**src/rtl/ola_fir.sv**
```systemverilog
module ola_fir #(
  parameter int W         = 12,
  parameter int FRAC      = 11,
  parameter int TAPS      = 4,
  parameter int SEG       = 4,
  parameter int IN_DEPTH  = 8,
  parameter int OUT_DEPTH = 8,
  parameter logic [TAPS*W-1:0] COEF = {12'hEF7, 12'h1CB, 12'h6B1, 12'h3DD}
) (
  input  logic         clk,
  input  logic         rst_n,
  input  logic         in_push,
  input  logic [W-1:0] in_data,
  output logic         in_full,
  input  logic         out_pop,
  output logic [W-1:0] out_data,
  output logic         out_empty
);
  localparam int AW  = 2*W + $clog2(TAPS) + 1;
  localparam int TOT = SEG + TAPS - 1;
  localparam int IW  = (SEG > 1) ? $clog2(SEG) : 1;
  localparam int JW  = (TAPS > 1) ? $clog2(TAPS) : 1;
  localparam int KW  = $clog2(TOT + 1);
  localparam int ICW = $clog2(IN_DEPTH + 1);
  localparam int IPW = (IN_DEPTH > 1) ? $clog2(IN_DEPTH) : 1;
  localparam int OCW = $clog2(OUT_DEPTH + 1);
  localparam int OPW = (OUT_DEPTH > 1) ? $clog2(OUT_DEPTH) : 1;

  typedef enum logic [1:0] {S_IDLE, S_LOAD, S_COMP, S_EMIT} st_t;
  st_t state;

  logic [W-1:0]   in_mem [IN_DEPTH];
  logic [IPW-1:0] in_wp, in_rp;
  logic [ICW-1:0] in_cnt;
  logic [W-1:0]   out_mem [OUT_DEPTH];
  logic [OPW-1:0] out_wp, out_rp;
  logic [OCW-1:0] out_cnt;

  logic signed [W-1:0]   xreg [SEG];
  logic signed [AW-1:0]  acc  [TOT];
  logic [IW-1:0]         ld_cnt, mi, ecnt;
  logic [JW-1:0]         mj;
  logic signed [W-1:0]   hsel;
  logic signed [2*W-1:0] prod;
  logic [KW-1:0]         widx;
  logic signed [AW-1:0]  acc0;

  wire in_wr  = in_push && !in_full;
  wire in_rd  = (state == S_LOAD) && (in_cnt != '0);
  wire out_wr = (state == S_EMIT) && (out_cnt != OCW'(OUT_DEPTH));
  wire out_rd = out_pop && !out_empty;

  assign in_full   = (in_cnt == ICW'(IN_DEPTH));
  assign out_empty = (out_cnt == '0);
  assign out_data  = out_mem[out_rp];
  assign hsel      = $signed(COEF[mj*W +: W]);
  assign prod      = xreg[mi] * hsel;
  assign widx      = KW'(mi) + KW'(mj);
  assign acc0      = acc[0];

  always_ff @(posedge clk)
    if (in_wr) in_mem[in_wp] <= in_data;

  always_ff @(posedge clk)
    if (out_wr) out_mem[out_wp] <= acc[0][FRAC+W-1:FRAC];

  always_ff @(posedge clk or negedge rst_n)
    if (!rst_n) begin
      in_wp <= '0; in_rp <= '0; in_cnt <= '0;
      out_wp <= '0; out_rp <= '0; out_cnt <= '0;
    end else begin
      if (in_wr) in_wp <= (in_wp == IPW'(IN_DEPTH-1)) ? '0 : in_wp + 1'b1;
      if (in_rd) in_rp <= (in_rp == IPW'(IN_DEPTH-1)) ? '0 : in_rp + 1'b1;
      in_cnt <= in_cnt + ICW'(in_wr) - ICW'(in_rd);
      if (out_wr) out_wp <= (out_wp == OPW'(OUT_DEPTH-1)) ? '0 : out_wp + 1'b1;
      if (out_rd) out_rp <= (out_rp == OPW'(OUT_DEPTH-1)) ? '0 : out_rp + 1'b1;
      out_cnt <= out_cnt + OCW'(out_wr) - OCW'(out_rd);
    end

  always_ff @(posedge clk or negedge rst_n)
    if (!rst_n) begin
      state  <= S_IDLE;
      ld_cnt <= '0; mi <= '0; mj <= '0; ecnt <= '0;
      for (int k = 0; k < TOT; k++) acc[k] <= '0;
      for (int k = 0; k < SEG; k++) xreg[k] <= '0;
    end else begin
      case (state)
        S_IDLE: state <= S_LOAD;
        S_LOAD:
          if (in_rd) begin
            xreg[ld_cnt] <= $signed(in_mem[in_rp]);
            if (ld_cnt == IW'(SEG-1)) begin
              ld_cnt <= '0;
              state  <= S_COMP;
            end else ld_cnt <= ld_cnt + 1'b1;
          end
        S_COMP: begin
          acc[widx] <= acc[widx] + AW'(prod);
          if (mj == JW'(TAPS-1)) begin
            mj <= '0;
            if (mi == IW'(SEG-1)) begin
              mi    <= '0;
              state <= S_EMIT;
            end else mi <= mi + 1'b1;
          end else mj <= mj + 1'b1;
        end
        S_EMIT:
          if (out_wr) begin
            for (int k = 0; k < TOT-1; k++) acc[k] <= acc[k+1];
            acc[TOT-1] <= '0;
            if (ecnt == IW'(SEG-1)) begin
              ecnt  <= '0;
              state <= S_LOAD;
            end else ecnt <= ecnt + 1'b1;
          end
        default: state <= S_IDLE;
      endcase
    end
endmodule

```
**config.mk**
```make
export PLATFORM = sky130hd
export DESIGN_NAME = ola_fir
export DESIGN_NICKNAME = d
export VERILOG_FILES = /design/src/rtl/ola_fir.sv
export SDC_FILE = /design/constraint.sdc
export NUM_CORES = 1
export LEC_CHECK = 0
export BUFFER_PORTS_ARGS = -buffer_cell sky130_fd_sc_hd__buf_4
export CAP_MARGIN = 5
export CORE_MARGIN = 4
export CORE_UTILIZATION = 35
export DETAILED_ROUTE_END_ITERATION = 12
export SYNTH_ARGS = -nofsm -noshare
export SYNTH_HDL_FRONTEND = slang
export SYNTH_SLANG_ARGS = --single-unit
```
**constraint.sdc**
```tcl
create_clock -name clk -period 10.4 [get_ports clk]
set_clock_uncertainty 0.2 [all_clocks]
set_input_delay 0 -clock clk [delete_from_list [all_inputs] [get_ports clk]]
set_output_delay 0 -clock clk [all_outputs]
set_load 0.02 [all_outputs]
```
* Word level (Yosys, flattened, before mapping)
Memories as Yosys holds them, arrays and structs flattened.
Cells that the tools add are included.
** Word-level totals
- Register bits after elaboration :: 267
- RAM bits :: 192
- Bits of input ports :: 16
- Output and inout bits :: 14
- Word-level logic and storage cells :: 118
- Memories :: 2
** Operators by class
- Add/sub/neg operators :: 14
- Multiply operators :: 2
- Order comparisons :: 5
- Equality and inequality tests :: 19
- Shift operators :: 1
- Muxes and demuxes :: 33
- Bitwise gates (word level) :: 3
- Reduce and logical (&&, ||, !) cells :: 17
** Memory list
- in_mem :: words 8, bits a word 12, read ports 1, clocked after Yosys merged registers in 0, write ports 1, RTL line 32 : logic [W-1:0] in_mem [IN_DEPTH];
- out_mem :: words 8, bits a word 12, read ports 1, clocked after Yosys merged registers in 0, write ports 1, RTL line 35 : logic [W-1:0] out_mem [OUT_DEPTH];
** Operators with widths (count)
- 189-bit case mux with 2 select lines :: 1
- 189-bit bitwise mux :: 1
- 189-bit 2-to-1 mux :: 1
- 27-bit binary-select mux with 3-bit select :: 1
- 27-bit demux with 3-bit select :: 1
- 27-bit 2-to-1 mux :: 3
- 48-bit bitwise mux :: 1
- 48-bit by 7-bit indexed part select with 12-bit output, first input constant :: 1
- 12-bit 2-to-1 mux :: 3
- 27-bit by 24-bit adder with 27-bit output :: 1
- 12-bit binary-select mux with 2-bit select :: 1
- 12-bit demux with 2-bit select :: 1
- 12-bit by 12-bit multiplier with 24-bit output :: 1
- 2-bit 2-to-1 mux :: 10
- 3-bit by 1-bit adder with 3-bit output, second input constant :: 4
- 2-bit == test, second input constant :: 6
- 3-bit == test, second input constant :: 4
- 3-bit 2-to-1 mux :: 4
- 2-bit by 1-bit adder with 2-bit output, second input constant :: 4
- 4-bit by 1-bit adder with 4-bit output :: 2
- 2-bit inequality test, second input constant :: 4
- 2-bit case mux with 4 select lines :: 1
- 2-bit AND reduction :: 4
- 4-bit by 1-bit subtractor with 4-bit output :: 2
- 20 further kinds :: 32

* Logic depth before layout (Yosys ltp)
- Depth in word-level cells :: 8
- Depth in mapped cells :: 26
- Mapped depth without buffers :: 24

* Least setup slack after synthesis
No wires, ideal clock.
- Path type :: reg2reg
- Start :: register mi[1]
- End :: register acc[102] in the netlist's numbering
- Setup time :: 0.137 ns
- Data arrival time :: 6.938 ns
- Data required time :: 10.063 ns
- Slack :: 3.125 ns
- Cell stages (with the launch flop) :: 24
- Path buffers :: 5
- Clock period less this slack :: 7.275 ns
- Cell sequence :: dfrtp_1 > clkbuf_1 > clkbuf_1 > inv_1 > fa_1 > buf_2 > buf_1 > clkbuf_1 > o221ai_1 > o21ai_0 > o221ai_1 > fa_1 > inv_1 > fa_1 > fa_1 > fa_1 > ha_1 > ha_1 > a21o_1 > a221oi_1 > nor2b_1 > a311o_1 > a311oi_4 > o22ai_1
** Between the ends
- Longest elaborated chain between the ends :: 8
- Elaborated cells between the ends (all ways) :: 18
** Ends and longest elaborated chain
- start, declared :: RTL line 41 : logic [IW-1:0] ld_cnt, mi, ecnt;
- start signal, assigned :: RTL line 104 : end else mi <= mi + 1'b1;
- 2-bit NOT with 3-bit output (not written as such) / 2-bit by 2-bit adder with 3-bit output (equally long branches) :: RTL line 57, 58
- 12-bit binary-select mux with 2-bit select / 3-bit NOT with 4-bit output (equally long branches) :: RTL line 57, 98
- 12-bit 2-to-1 mux (not written as such) (tied with other cells) (2 in series) :: RTL line 57 : assign prod = xreg[mi] * hsel;
- 12-bit by 12-bit multiplier with 24-bit output / 27-bit 2-to-1 mux (equally long branches) :: RTL line 57, 98
- 27-bit by 24-bit adder with 27-bit output / 27-bit demux with 3-bit select (equally long branches) :: RTL line 98 : acc[widx] <= acc[widx] + AW'(prod);
- 189-bit bitwise mux * :: RTL line 98
- 189-bit case mux with 2 select lines * :: RTL line 87 : case (state)
- end signal, assigned by index :: RTL line 98
- end, declared :: RTL line 40 : logic signed [AW-1:0] acc [TOT];
Every way passes the cells marked *; elsewhere a longest branch is shown, timed or not. The select of a mux whose other input is x is not followed.
A chain may end at the register's enable or synchronous reset.

* Worst setup path after layout
- Start :: register mj[0]
- End :: register acc[124] in the netlist's numbering
** Between the ends
- Longest elaborated chain between the ends :: 8
- Elaborated cells between the ends (all ways) :: 16
** Ends and longest elaborated chain
- start, declared :: RTL line 42 : logic [JW-1:0] mj;
- start signal, assigned :: RTL line 105 : end else mj <= mj + 1'b1;
- parallel branches: the longest is 6 deep, another holds 27-bit by 24-bit adder with 27-bit output
- 189-bit bitwise mux * :: RTL line 98
- 189-bit case mux with 2 select lines * :: RTL line 87
Every way passes the cells marked *. The select of a mux whose other input is x is not followed.

==> flow_metrics.tcl <==
set metrics [dict create \
    status "completed" \
    cts_tree "yes" \
    path_max_fanout 23 \
    dp_hpwl_um 44290 \
    relSlewSlack_pct 16.66 \
    yosysWarnings 0 \
    antenna_found_initial 0 \
    crit_slowest_cell "fa_2" \
    maxSlewViolCount 0 \
    cts_root_buf "clkbuf_16" \
    start_util_pct 35.50 \
    antenna_cells 0 \
    globalplace.congestion 0.8616 \
    setup_tns_ps 0 \
    synth.avg_cell_area_um2 12.00 \
    die-height_um 275.2 \
    clkSinkCount 431 \
    netlist_area_um2 24990 \
    via_count 16821 \
    wire_per_inst_um 20.72 \
    period_share_pct 82.29 \
    drive_gt1_share_pct 14.73 \
    die_width_um 275.2 \
    wirelength_um 64340 \
    max_clock_freq_mhz 116.9 \
    syn2layout_area_growth_pct 13.19 \
    reg2reg_to "acc[124]$_DFFE_PN0P_" \
    hold_class "in2reg" \
    hold_viol_final 0 \
    r2r_cells 22 \
    drt_iter0_drc 1387 \
    synth-edff-count 192 \
    drt_first_pass_iters 7 \
    critical_path_class "reg2reg" \
    grt_pass1_wl_um 102900 \
    ys_ff_latch 431 \
    h-tree-depth 2 \
    endpoint "acc[124]$_DFFE_PN0P_" \
    core_area_um2 70390 \
    grt.overflow.total 0 \
    critical_path.cell_chain "ha_2 > inv_1 > fa_2 > nor2_1 > buf_4 > and2_1 > a22o_1 > nor2_1 > o21ai_0 > fa_1 > fa_1 > fa_1 > fa_1 > ha_1 > ha_1 > and3_1 > o2111a_1 > o2bb2ai_1 > a211o_1 > xor2_1 > a221oi_1 > nor2_1" \
    drcViolationCount 0 \
    clk_pin_slew_ps 60 \
    required_ps 10730 \
    yosysUniqueCellTypes 64 \
    syn-instance-count 2083 \
    num_rows 97 \
    synthArstFlopShare_pct 55.45 \
    tightest_slew_ps 1247 \
    cp_common_cell "fa_1" \
    worstPathArrival_ps 8890 \
    portBuffers 29 \
    period_needed_ps 8558 \
    rsz0062_at_grt "false" \
    finalSetupViolations 0 \
    grt_start_max_net_pins 104 \
    seq_area_frac_synth_pct 47.01 \
    die_area_um2 75740 \
    slowest_delay_ps 900 \
    synth_fp_nets 2352 \
    clockBufferDepth 3 \
    placed_cells 2990 \
    grt_pass1_vias 17739 \
    viasPerCell 5.417 \
    ant_nets 0 \
    reg2reg_slack_ps 1840 \
    track_usage_pct 17.24 \
    cts_buffers 46 \
    postCtsSetupBuffers 0 \
    ys.flop_type "dfrtp_1" \
    max-cap-violations 0 \
    crit_path_end_kind "register" \
    io_pins 30 \
    nNetsFinal 2396 \
    cp-start-kind "register" \
    r2r-start "mj[0]$_DFFE_PN0P_" \
    fin_cells 3105 \
    clk_latency_ps 610 \
    startpoint "mj[0]$_DFFE_PN0P_" \
]
[sequential cells by signal, indices dropped and copies added (netlist names)]
signal,cells
out_rp,3
acc0,23
acc,138
in_mem,96
ld_cnt,2
out_mem,96
in_wp,3
mj,2
mi,2
state,2
xreg,48
out_cnt,4
out_wp,3
ecnt,2
in_rp,3
in_cnt,4
[stage by stage]
stage	hold WS [ps]	util [%]	cell area, µm²	worst slack [ps]
5_1_grt	231.0	40.18	28290	1412
4_1_cts	173.9	40.18	28290	1939
3_5_place_dp	-68.75	37.53	26420	1925
3_3_place_gp	-85.76	37.53	26420	2070
6_report	190.9	40.18	28290	1842
2_1_floorplan	-495.6	-	24990	3125
[cells in the final DEF, fill, tap and decap left out, types with 3 or more instances in the layout]
cell and count:
or2b_1 3, a21o_1 14, edfxtp_1 192, nor2_1 257, and2_1 21, o21ai_0 70
clkbuf_1 9, o21ai_1 4, dlygate4sd3_1 28, a21oi_1 107, nor3_2 4, clkinv_2 4
buf_4 75, bufinv_16 6, a211oi_1 3, and3_1 8, o22ai_1 13, nand2b_1 44
clkbuf_16 46, dfrtp_1 239, xnor2_1 22, a22o_1 19, a21oi_4 5, mux4_2 60
nand2_1 133, mux2i_1 18, nor2b_1 11, fa_1 154, a22oi_1 21, mux2_2 90
a31oi_1 6, o221ai_1 11, clkinv_1 14, ha_1 96, nor3_1 23, a221oi_1 88
nand3_1 15, xor2_1 6, inv_1 170, o21a_1 3
[layer usage]
| layer | global-route usage, % | routed length (µm) | share of wire [%] | vias up |
|---|---|---|---|---|
| li1 | - | - | - | 7471 |
| met1 | 21.96 | 25840 | 40 | 8594 |
| met2 | 30.06 | 32390 | 50 | 621 |
| met3 | 2.861 | 4076 | 6.3 | 135 |
| met4 | 5.579 | 2029 | 3.2 | 0 |
| met5 | 0 | 0 | 0 | - |
[critical path: cells and delay by family, from the launching register on]
kind	cells	cell delay [ps]
compound gates	6	1570
xor+xnor	1	570
fa+ha+maj	8	3980
buf+inv	2	280
flops	1	770
simple gates	5	1080
[cell families (layout without fill, tap and decap cells)]
family	Yosys count	count (layout)	share of synthesized area [%]
AND/OR/NAND/NOR	531	531	9.238
XOR/XNOR	30	30	1.112
adder cells (fa/ha/maj)	253	253	17.32
flip-flops	431	431	47.01
buffers and inverters	281	363	4.331
AO/OA/AOI/OAI	386	386	10.50
multiplexers	171	171	10.48
[how the worst min path moves through the flow]
| stage | startpoint | endpoint | slack [ps] | cells past startpoint |
|---|---|---|---|---|
| 2_1_floorplan | rst_n | acc0[0]$_DFFE_PN0P_ | -500 | 0 |
| 3_3_place_gp | rst_n | xreg[14]$_DFFE_PN0P_ | -90 | 1 |
| 3_5_place_dp | rst_n | xreg[2]$_DFFE_PN0P_ | -70 | 1 |
| 4_1_cts | out_pop | out_rp[0]$_DFFE_PN0P_ | 170 | 4 |
| 5_1_grt | out_pop | out_rp[0]$_DFFE_PN0P_ | 230 | 4 |
| 6_report | out_pop | out_rp[0]$_DFFE_PN0P_ | 190 | 4 |
[cells in the mapped netlist, types with 11 or more instances]
cell / instances / share of area (%)
o221ai_1: 11 / 0.39
and2_1: 21 / 0.53
a21o_1: 14 / 0.42
a21oi_1: 113 / 2.3
buf_2: 16 / 0.32
fa_1: 155 / 12
mux4_2: 60 / 5.4
nor2_1: 258 / 3.9
ha_1: 98 / 4.9
dfrtp_1: 239 / 24
o22ai_1: 13 / 0.33
nand2_1: 133 / 2.0
xnor2_1: 22 / 0.77
mux2i_1: 18 / 0.72
nand2b_1: 44 / 1.1
o21ai_0: 70 / 1.4
a22o_1: 19 / 0.67
mux2_2: 90 / 4.1
inv_1: 170 / 2.6
nor3_1: 27 / 0.54
nor2b_1: 12 / 0.30
nand3_1: 15 / 0.30
a221oi_1: 88 / 3.1
edfxtp_1: 192 / 23
a22oi_1: 21 / 0.63
clkbuf_1: 83 / 1.2
[repair_timing]
item	CTS	global route
resized for setup	0	0
hold endpoints to repair	256	0
hold buffers	29	0
[final cells by class]
| cell class | count | area, µm² |
|---|---|---|
| clock buffer | 56 | 1199 |
| tap | 940 | 1176 |
| timing repair buffer | 105 | 885.9 |
| clock inverter | 30 | 357.8 |
| fill | 6684 | 42110 |
| sequential | 431 | 11750 |
| multi-input combinational | 1371 | 12280 |
| inverter | 172 | 645.6 |
Power is not shown: default switching activity piles up to over one toggle a cycle in this logic, so the estimate is an artifact.
